File: src/rtl/lc_pkg.sv
package lc_pkg;

  typedef enum logic [1:0] {
    CMP_NE = 2'b00,
    CMP_EQ = 2'b01,
    CMP_GE = 2'b10,
    CMP_LT = 2'b11
  } cmp_kind_t;

  typedef enum logic [1:0] {
    LINK_OFF  = 2'b00,
    LINK_FAIL = 2'b01,
    LINK_PASS = 2'b10,
    LINK_RSVD = 2'b11
  } link_t;

  localparam int unsigned NUM_CNT = 2;

endpackage

File: src/rtl/lc_compare.sv
module lc_compare #(
  parameter int unsigned VAL_W = 8,
  parameter int unsigned TH_W  = 12
) (
  input  logic [VAL_W-1:0] val,
  input  logic [TH_W-1:0]  thr,
  input  logic [1:0]       kind,
  output logic             hit
);
  import lc_pkg::*;

  localparam int unsigned CMP_W = (VAL_W > TH_W) ? VAL_W : TH_W;

  logic [CMP_W-1:0] a_ext;
  logic [CMP_W-1:0] b_ext;
  cmp_kind_t        kind_e;

  always_comb begin
    a_ext  = CMP_W'(val);
    b_ext  = CMP_W'(thr);
    kind_e = cmp_kind_t'(kind);
    unique case (kind_e)
      CMP_NE:  hit = (a_ext != b_ext);
      CMP_EQ:  hit = (a_ext == b_ext);
      CMP_GE:  hit = (a_ext >= b_ext);
      default: hit = (a_ext <  b_ext);
    endcase
  end

endmodule

File: src/rtl/lc_incr_sel.sv
module lc_incr_sel #(
  parameter int unsigned VAL_W  = 8,
  parameter int unsigned CNT_W  = 64,
  parameter bit          IS_ODD = 1'b0
) (
  input  logic             clk,
  input  logic             rst_n,
  input  logic [2:0]       mode,
  input  logic [1:0]       link,
  input  logic             hit,
  input  logic [VAL_W-1:0] own_val,
  input  logic [VAL_W-1:0] partner_val,
  output logic [CNT_W-1:0] inc
);
  import lc_pkg::*;

  link_t            link_eff;
  logic [CNT_W-1:0] own_ext;
  logic [CNT_W-1:0] partner_ext;
  logic [CNT_W-1:0] own_amt;

  always_comb begin
    link_eff    = link_t'(IS_ODD ? link : 2'b00);
    own_ext     = CNT_W'(own_val);
    partner_ext = CNT_W'(partner_val);
    own_amt     = mode[0] ? CNT_W'(1) : own_ext;
    unique case (link_eff)
      LINK_OFF:  inc = hit ? own_amt : '0;
      LINK_FAIL: inc = hit ? own_amt : partner_ext;
      LINK_PASS: inc = (hit && !mode[0]) ? partner_ext : '0;
      default:   inc = '0;
    endcase
  end

  AST_RSVD_NONE: assert property (@(posedge clk) disable iff (!rst_n)
    (IS_ODD && link == 2'b11) |-> (inc == '0));

  AST_PASS_ONLY: assert property (@(posedge clk) disable iff (!rst_n)
    (IS_ODD && link == 2'b10 && !hit) |-> (inc == '0));

  AST_FAIL_PARTNER: assert property (@(posedge clk) disable iff (!rst_n)
    (IS_ODD && link == 2'b01 && !hit) |-> (inc == CNT_W'(partner_val)));

  AST_PRIMARY_OWN: assert property (@(posedge clk) disable iff (!rst_n)
    (!IS_ODD && !hit) |-> (inc == '0));

endmodule

File: src/rtl/lc_counter.sv
module lc_counter #(
  parameter int unsigned CNT_W = 64
) (
  input  logic             clk,
  input  logic             rst_n,
  input  logic             wr_en,
  input  logic [CNT_W-1:0] wr_data,
  input  logic [CNT_W-1:0] inc,
  output logic [CNT_W-1:0] count
);

  logic [CNT_W-1:0] cnt_q;
  logic [CNT_W-1:0] cnt_d;
  logic             cnt_en;

  always_comb begin
    cnt_en = wr_en || (inc != '0);
    cnt_d  = wr_en ? wr_data : (cnt_q + inc);
  end

  always_ff @(posedge clk or negedge rst_n) begin
    if (!rst_n) begin
      cnt_q <= '0;
    end else if (cnt_en) begin
      cnt_q <= cnt_d;
    end
  end

  assign count = cnt_q;

  AST_LOAD: assert property (@(posedge clk) disable iff (!rst_n)
    wr_en |=> (count == $past(wr_data)));

  AST_ACCUM: assert property (@(posedge clk) disable iff (!rst_n)
    !wr_en |=> (count == $past(count) + $past(inc)));

endmodule

File: src/rtl/lc_pair.sv
module lc_pair #(
  parameter int unsigned VAL_W = 8,
  parameter int unsigned TH_W  = 12,
  parameter int unsigned CNT_W = 64
) (
  input  logic             clk,
  input  logic             rst_n,
  input  logic [VAL_W-1:0] ev_val_p,
  input  logic [VAL_W-1:0] ev_val_s,
  input  logic [TH_W-1:0]  thr_p,
  input  logic [TH_W-1:0]  thr_s,
  input  logic [2:0]       mode_p,
  input  logic [2:0]       mode_s,
  input  logic [1:0]       link_p,
  input  logic [1:0]       link_s,
  input  logic             wr_en_p,
  input  logic             wr_en_s,
  input  logic [CNT_W-1:0] wr_data_p,
  input  logic [CNT_W-1:0] wr_data_s,
  output logic [CNT_W-1:0] count_p,
  output logic [CNT_W-1:0] count_s
);
  import lc_pkg::*;

  localparam int unsigned SYNC_STAGES = 2;

  logic [SYNC_STAGES-1:0] rst_pipe;
  logic                   rst_sync_n;

  always_ff @(posedge clk or negedge rst_n) begin
    if (!rst_n) begin
      rst_pipe <= '0;
    end else begin
      rst_pipe <= {rst_pipe[SYNC_STAGES-2:0], 1'b1};
    end
  end

  assign rst_sync_n = rst_pipe[SYNC_STAGES-1];

  logic [VAL_W-1:0] ev_a   [NUM_CNT];
  logic [TH_W-1:0]  thr_a  [NUM_CNT];
  logic [2:0]       mode_a [NUM_CNT];
  logic [1:0]       link_a [NUM_CNT];
  logic             wen_a  [NUM_CNT];
  logic [CNT_W-1:0] wdat_a [NUM_CNT];
  logic [CNT_W-1:0] cnt_a  [NUM_CNT];

  always_comb begin
    ev_a[0]   = ev_val_p;   ev_a[1]   = ev_val_s;
    thr_a[0]  = thr_p;      thr_a[1]  = thr_s;
    mode_a[0] = mode_p;     mode_a[1] = mode_s;
    link_a[0] = link_p;     link_a[1] = link_s;
    wen_a[0]  = wr_en_p;    wen_a[1]  = wr_en_s;
    wdat_a[0] = wr_data_p;  wdat_a[1] = wr_data_s;
  end

  for (genvar gi = 0; gi < NUM_CNT; gi++) begin : g_cnt
    localparam bit ODD = (gi % 2) == 1;

    logic             hit;
    logic [CNT_W-1:0] inc;
    logic [VAL_W-1:0] partner;

    assign partner = ODD ? ev_a[gi-(ODD ? 1 : 0)] : '0;

    lc_compare #(.VAL_W(VAL_W), .TH_W(TH_W)) u_cmp (
      .val  (ev_a[gi]),
      .thr  (thr_a[gi]),
      .kind (mode_a[gi][2:1]),
      .hit  (hit)
    );

    lc_incr_sel #(.VAL_W(VAL_W), .CNT_W(CNT_W), .IS_ODD(ODD)) u_sel (
      .clk         (clk),
      .rst_n       (rst_sync_n),
      .mode        (mode_a[gi]),
      .link        (link_a[gi]),
      .hit         (hit),
      .own_val     (ev_a[gi]),
      .partner_val (partner),
      .inc         (inc)
    );

    lc_counter #(.CNT_W(CNT_W)) u_cnt (
      .clk     (clk),
      .rst_n   (rst_sync_n),
      .wr_en   (wen_a[gi]),
      .wr_data (wdat_a[gi]),
      .inc     (inc),
      .count   (cnt_a[gi])
    );
  end

  assign count_p = cnt_a[0];
  assign count_s = cnt_a[1];

  AST_RESET_CLEAR: assert property (@(posedge clk)
    (!rst_sync_n) |-> (count_p == '0 && count_s == '0));

endmodule

File: config.mk
export PLATFORM = sky130hd
export DESIGN_NAME = lc_pair
export DESIGN_NICKNAME = d
export VERILOG_FILES = /design/src/rtl/lc_pkg.sv /design/src/rtl/lc_compare.sv /design/src/rtl/lc_incr_sel.sv /design/src/rtl/lc_counter.sv /design/src/rtl/lc_pair.sv
export SDC_FILE = /design/constraint.sdc
export NUM_CORES = 1
export LEC_CHECK = 0
export CORE_ASPECT_RATIO = 1.1
export CORE_UTILIZATION = 45
export CTS_CLUSTER_SIZE = 30
export DETAILED_ROUTE_END_ITERATION = 8
export PLACE_DENSITY = 0.69
export SYNTH_ARGS = -nofsm -noshare
export SYNTH_HDL_FRONTEND = slang
export SYNTH_HIERARCHICAL = 1
export SYNTH_SLANG_ARGS = --single-unit
File: constraint.sdc
create_clock -name clk -period 6.88 [get_ports clk]
set_clock_uncertainty 0.15 [all_clocks]
set_input_delay 1.032 -clock clk [delete_from_list [all_inputs] [get_ports clk]]
set_output_delay 1.032 -clock clk [all_outputs]
set_load 0.01 [all_outputs]
Word-level counts from Yosys, hierarchy flattened

Index checks and enable logic that the tools add are counted.

Latch bits: 0
RAM bits: 0
Bits of input ports: 182
Memory bits (read-only): 0
Register bits after elaboration: 130
Output and inout port bits: 128
Memories: 0

Reduce and logical (&&, ||, !) cells: 9
Div/mod/pow operators: 0
Bitwise gates (word level): 0
Multiply operators: 0
Magnitude comparators: 4
Add/sub/neg operators: 2
Multiplexer cells: 11
Eq/ne operators: 10
Shift operators: 0

Operator list:

| operator           | count |
|---|---|
| $mux 64            | 5 |
| $pmux 64 s3        | 1 |
| $add 64x64->64     | 2 |
| $reduce_bool 64->1 | 2 |
| $eq 8x12->1        | 2 |
| $ge 8x12->1        | 2 |
| $lt 8x12->1        | 2 |
| $mux 8             | 3 |
| $ne 8x12->1        | 2 |
| $eq 2x1->1 const B | 3 |
| $eq 2x2->1 const B | 3 |
| $logic_not 2->1    | 3 |
| $pmux 1 s3         | 2 |
| $logic_or 1x1->1   | 2 |
| $logic_and 1x1->1  | 1 |
| $logic_not 1->1    | 1 |

Depth between registers and ports, before layout

Depth after elaboration: 7
Mapped depth: 22
Gate-level depth less buffers: 22

By module

Netlist, hierarchy kept.

Modules (own cells, without submodules):

| module                        | area each (µm²) | cells an instance | instances |
|---|---|---|---|
| lc_counter at g_cnt[1].u_cnt  | 6680.2          | 861               | 1 |
| lc_counter at g_cnt[0].u_cnt  | 6616.3          | 856               | 1 |
| lc_incr_sel at g_cnt[1].u_sel | 599.3           | 87                | 1 |
| lc_compare                    | 290.3           | 36                | 2 |
| lc_incr_sel at g_cnt[0].u_sel | 493.0           | 65                | 1 |
| lc_pair                       | 57.6            | 4                 | 1 |

Least setup slack after synthesis

OpenSTA, ideal clock, no wires.

Path type: input to register
Start: input thr_s[3]
End: register g_cnt[1].u_cnt.cnt_q[62]
Required time: 6.599 ns
Library setup time: 0.131 ns
Setup slack: 1.583 ns
Arrival time: 5.016 ns
Cell stages on the path: 22
Cells stage by stage: inv_1 > ha_1 > a21o_2 > a21oi_1 > nand3_2 > mux2i_1 > nor4_1 > nor3b_2 > o21ai_1 > nand2_1 > ha_1 > fa_1 > a211oi_1 > or3_1 > nand2_1 > a21o_1 > o211ai_2 > nand4b_1 > nand2_1 > o211ai_1 > a2111oi_2 > nor3_1

Cells in the longest elaborated chain, start to end: 7

RTL lines:

| item                                                 | line                               | text |
|---|---|---|
| from (decl)                                          | lc_pair.sv:11                      | `input logic [TH_W-1:0] thr_s,` |
| $lt 8x12->1, or another cell as far along            | lc_compare.sv:26                   | `default: hit = (a_ext < b_ext);` |
| $pmux 1 s3 *                                         | lc_compare.sv:22                   | `unique case (kind_e)` |
| net g_cnt[1].hit                                     | lc_pair.sv:60                      | `logic hit;` |
| $logic_and 1x1->1                                    | lc_incr_sel.sv:30                  | `LINK_PASS: inc = (hit && !mode[0]) ? partner_ext : '0;` |
| $mux 8                                               | lc_incr_sel.sv:30                  |  |
| $pmux 64 s3 *                                        | lc_incr_sel.sv:27                  | `unique case (link_eff)` |
| net g_cnt[1].inc[0]                                  | lc_pair.sv:61                      | `logic [CNT_W-1:0] inc;` |
| $add 64x64->64 or $reduce_bool 64->1 (tied branches) | lc_counter.sv:18, lc_counter.sv:17 |  |
| $mux 64 or $logic_or 1x1->1 (tied branches)          | lc_counter.sv:18, lc_counter.sv:17 |  |
| to (signal assigned)                                 | lc_counter.sv:25                   | `cnt_q <= cnt_d;` |
| to (decl)                                            | lc_counter.sv:12                   | `logic [CNT_W-1:0] cnt_q;` |

The timed path passes the listed nets; every way through them passes the cells marked *.
A chain may end at the register's enable or synchronous reset.

Worst setup path in the final report

Start: input ev_val_s[3]
End: register g_cnt[1].u_cnt.cnt_q[49]

Cells in the longest elaborated chain, start to end: 7

RTL lines:

| item                                                 | line                               | text |
|---|---|---|
| from (decl)                                          | lc_pair.sv:9                       | `input logic [VAL_W-1:0] ev_val_s,` |
| $lt 8x12->1, or another cell as far along            | lc_compare.sv:26                   |  |
| $pmux 1 s3 *                                         | lc_compare.sv:22                   |  |
| net g_cnt[1].hit                                     | lc_pair.sv:60                      |  |
| $logic_and 1x1->1                                    | lc_incr_sel.sv:30                  |  |
| $mux 8                                               | lc_incr_sel.sv:30                  |  |
| $pmux 64 s3 *                                        | lc_incr_sel.sv:27                  |  |
| net g_cnt[1].inc[6]                                  | lc_pair.sv:61                      |  |
| $add 64x64->64 or $reduce_bool 64->1 (tied branches) | lc_counter.sv:18, lc_counter.sv:17 |  |
| $mux 64 or $logic_or 1x1->1 (tied branches)          | lc_counter.sv:18, lc_counter.sv:17 |  |

Marked as above.

==> results_dict.tcl <==
set metrics [dict create \
    status "finished, final reports clean" \
    crit_path_max_fanout 7 \
    setup_viol 0 \
    cts.sinks 130 \
    cp_slowest_cell "nor4_1" \
    crit_type "in -> reg" \
    die_h_um 194 \
    rows 69 \
    hp-class "reg -> reg" \
    grt_pass1_vias 15000 \
    rsz0062_at_grt "false" \
    wl_mm 50.2 \
    drv_slew 0 \
    worstSetupEndpointType "flip-flop" \
    required_ns 7.03 \
    cts_tree "yes" \
    wl_per_cell_um 19.0 \
    worstSetupStartpointType "input port" \
    multi_input_area_sq_mm 0.0108 \
    die-area_sq_mm 0.0341 \
    ys_warn_count 6 \
    clkTransAtPathRegs_ns 0.07 \
    layout-drive-gt1-share_pct 5.07 \
    critical-path-top-delay-family "compound AO/OA/AOI/OAI gates" \
    ir_drop_v 0.000201 \
    drc 0 \
    synth.cell_area_sq_mm 0.0150 \
    seq_area_sq_mm 0.00326 \
    final_util_pct 56.8 \
    setup_tns_ns 0 \
    grt_pass1_wl_mm 78.5 \
    post_synth.cell_area_avg_sq_um 7.73 \
    initial_utilization_pct 46.2 \
    grt_max_degree 90 \
    core_area_sq_mm 0.0325 \
    antenna_found_initial 3 \
    clock_latency_ns 0.44 \
    dp.cells 2604 \
    slowest_delay_ns 0.57 \
    ctsHoldBuffers 0 \
    worst-path-buf-inv 1 \
    grtUsageTotal_pct 29.0 \
    syn_to_final_growth_pct 23.2 \
    tightest_slew_ns 0.959 \
    vias 15300 \
    port_buffers 307 \
    gp_congestion 0.958 \
    postRouteAntennaNets 0 \
    final_cells 2637 \
    syn_inst 1944 \
    critPathArrivalTime_ns 6.34 \
    cts_resized 0 \
    cts_root_buf "clkbuf_16" \
    hold_viol 0 \
    hpwl_mm 39.6 \
    grt_overflow 0 \
    dr.pass1.iters 5 \
    slew_headroom_pct 36.0 \
    period_share_pct 89.9 \
    vias_per_cell 5.80 \
    crit_path_cell_trace "clkdlybuf4s50_1 -> ha_1 -> a21o_2 -> a21oi_1 -> nand3_2 -> mux2i_1 -> nor4_1 -> or2b_1 -> o21ai_1 -> ha_1 -> a21o_1 -> nand3_1 -> o21ai_0 -> o21ai_0 -> a31oi_1 -> o21ai_2 -> o21ai_1 -> a221oi_1 -> nor4b_1 -> nor3_1" \
    fillCellCount 3123 \
    htree_levels 4 \
    cts_buffers 17 \
    powerDensity_mw_per_mm2 403 \
    ios 310 \
    period_minus_slack_ns 6.19 \
    fmax_mhz 162 \
    cap_violations 0 \
    cts_setup_buffers 0 \
    total_leakage_power_nw 8.24 \
    cts_max_path_buffers 2 \
    die-width_um 176 \
    first_iter_violations 986 \
    nets 2523 \
]
[area by class of cell]
type | count | share of cell area (%)
well taps | 426 | 2.88
diodes | 1 | 0.0135
repair buffers | 320 | 17.1
clock buffers | 20 | 2.41
multi-input cells | 1681 | 58.5
clock inverters | 12 | 0.588
flip-flops and latches | 130 | 17.6
inverters | 47 | 0.953
[final timing paths]
path	from	to	slack [ns]	depth (start not counted)
min in group asynchronous	rst_pipe[1]	g_cnt[0].u_cnt/count[51]	0.28	0
max in group asynchronous	rst_pipe[1]	g_cnt[1].u_cnt/count[6]	4.82	1
worst max register to register	g_cnt[0].u_cnt/count[0]	g_cnt[0].u_cnt/count[56]	3.06	13
worst min-delay path	rst_pipe[0]	rst_pipe[1]	0.21	0
worst max-delay path	ev_val_s[3]	g_cnt[1].u_cnt/count[49]	0.69	20
worst min register to register	rst_pipe[0]	rst_pipe[1]	0.21	0
[routing by layer]
layer | track usage [%] | part of all wire [%] | wire length (um) | up-vias
met3 | 3.86 | 5.0 | 2500 | 82
met1 | 36.3 | 43 | 21700 | 7244
met4 | 11.3 | 3.5 | 1770 | 4
li1 | - | - | - | 7448
met2 | 49.8 | 48 | 24300 | 526
met5 | 0 | 0.058 | 29 | -
[sequential cells by signal (all words and copies together), names as in the netlist]
signal,cells
rst_pipe,2
g_cnt.u_cnt/count,128
[through the flow]
stage               worst slack [ns]  hold slack, ns  total power [mW]  instance area, sq um
floorplan                       1.58           0.181              4.81                 15400
global placement               0.421           0.188              6.24                 17900
detailed placement             0.288           0.186              6.27                 17900
CTS                            0.738           0.214              7.21                 18500
global route                   0.294           0.222              8.04                 18500
finish                         0.693           0.212              7.46                 18500
[layout by cell type (no fill, tap or decap), types with 34 or more instances in the layout]
master,n
o21ai_0,120
nand4_1,39
clkdlybuf4s50_1,305
conb_1,113
xnor2_1,55
dfrtp_1,129
xor2_1,54
nor2_1,187
inv_1,44
ha_1,142
nor4_1,38
nand2_1,166
nand3_1,34
a21oi_1,255
a21o_1,81
[power by group]
part	internal, mW	switching (mW)	total, mW
clock	0.507	0.391	0.898
sequential	1.09	0.377	1.47
combinational	2.31	2.79	5.10
(Power assumes the default switching activity.)
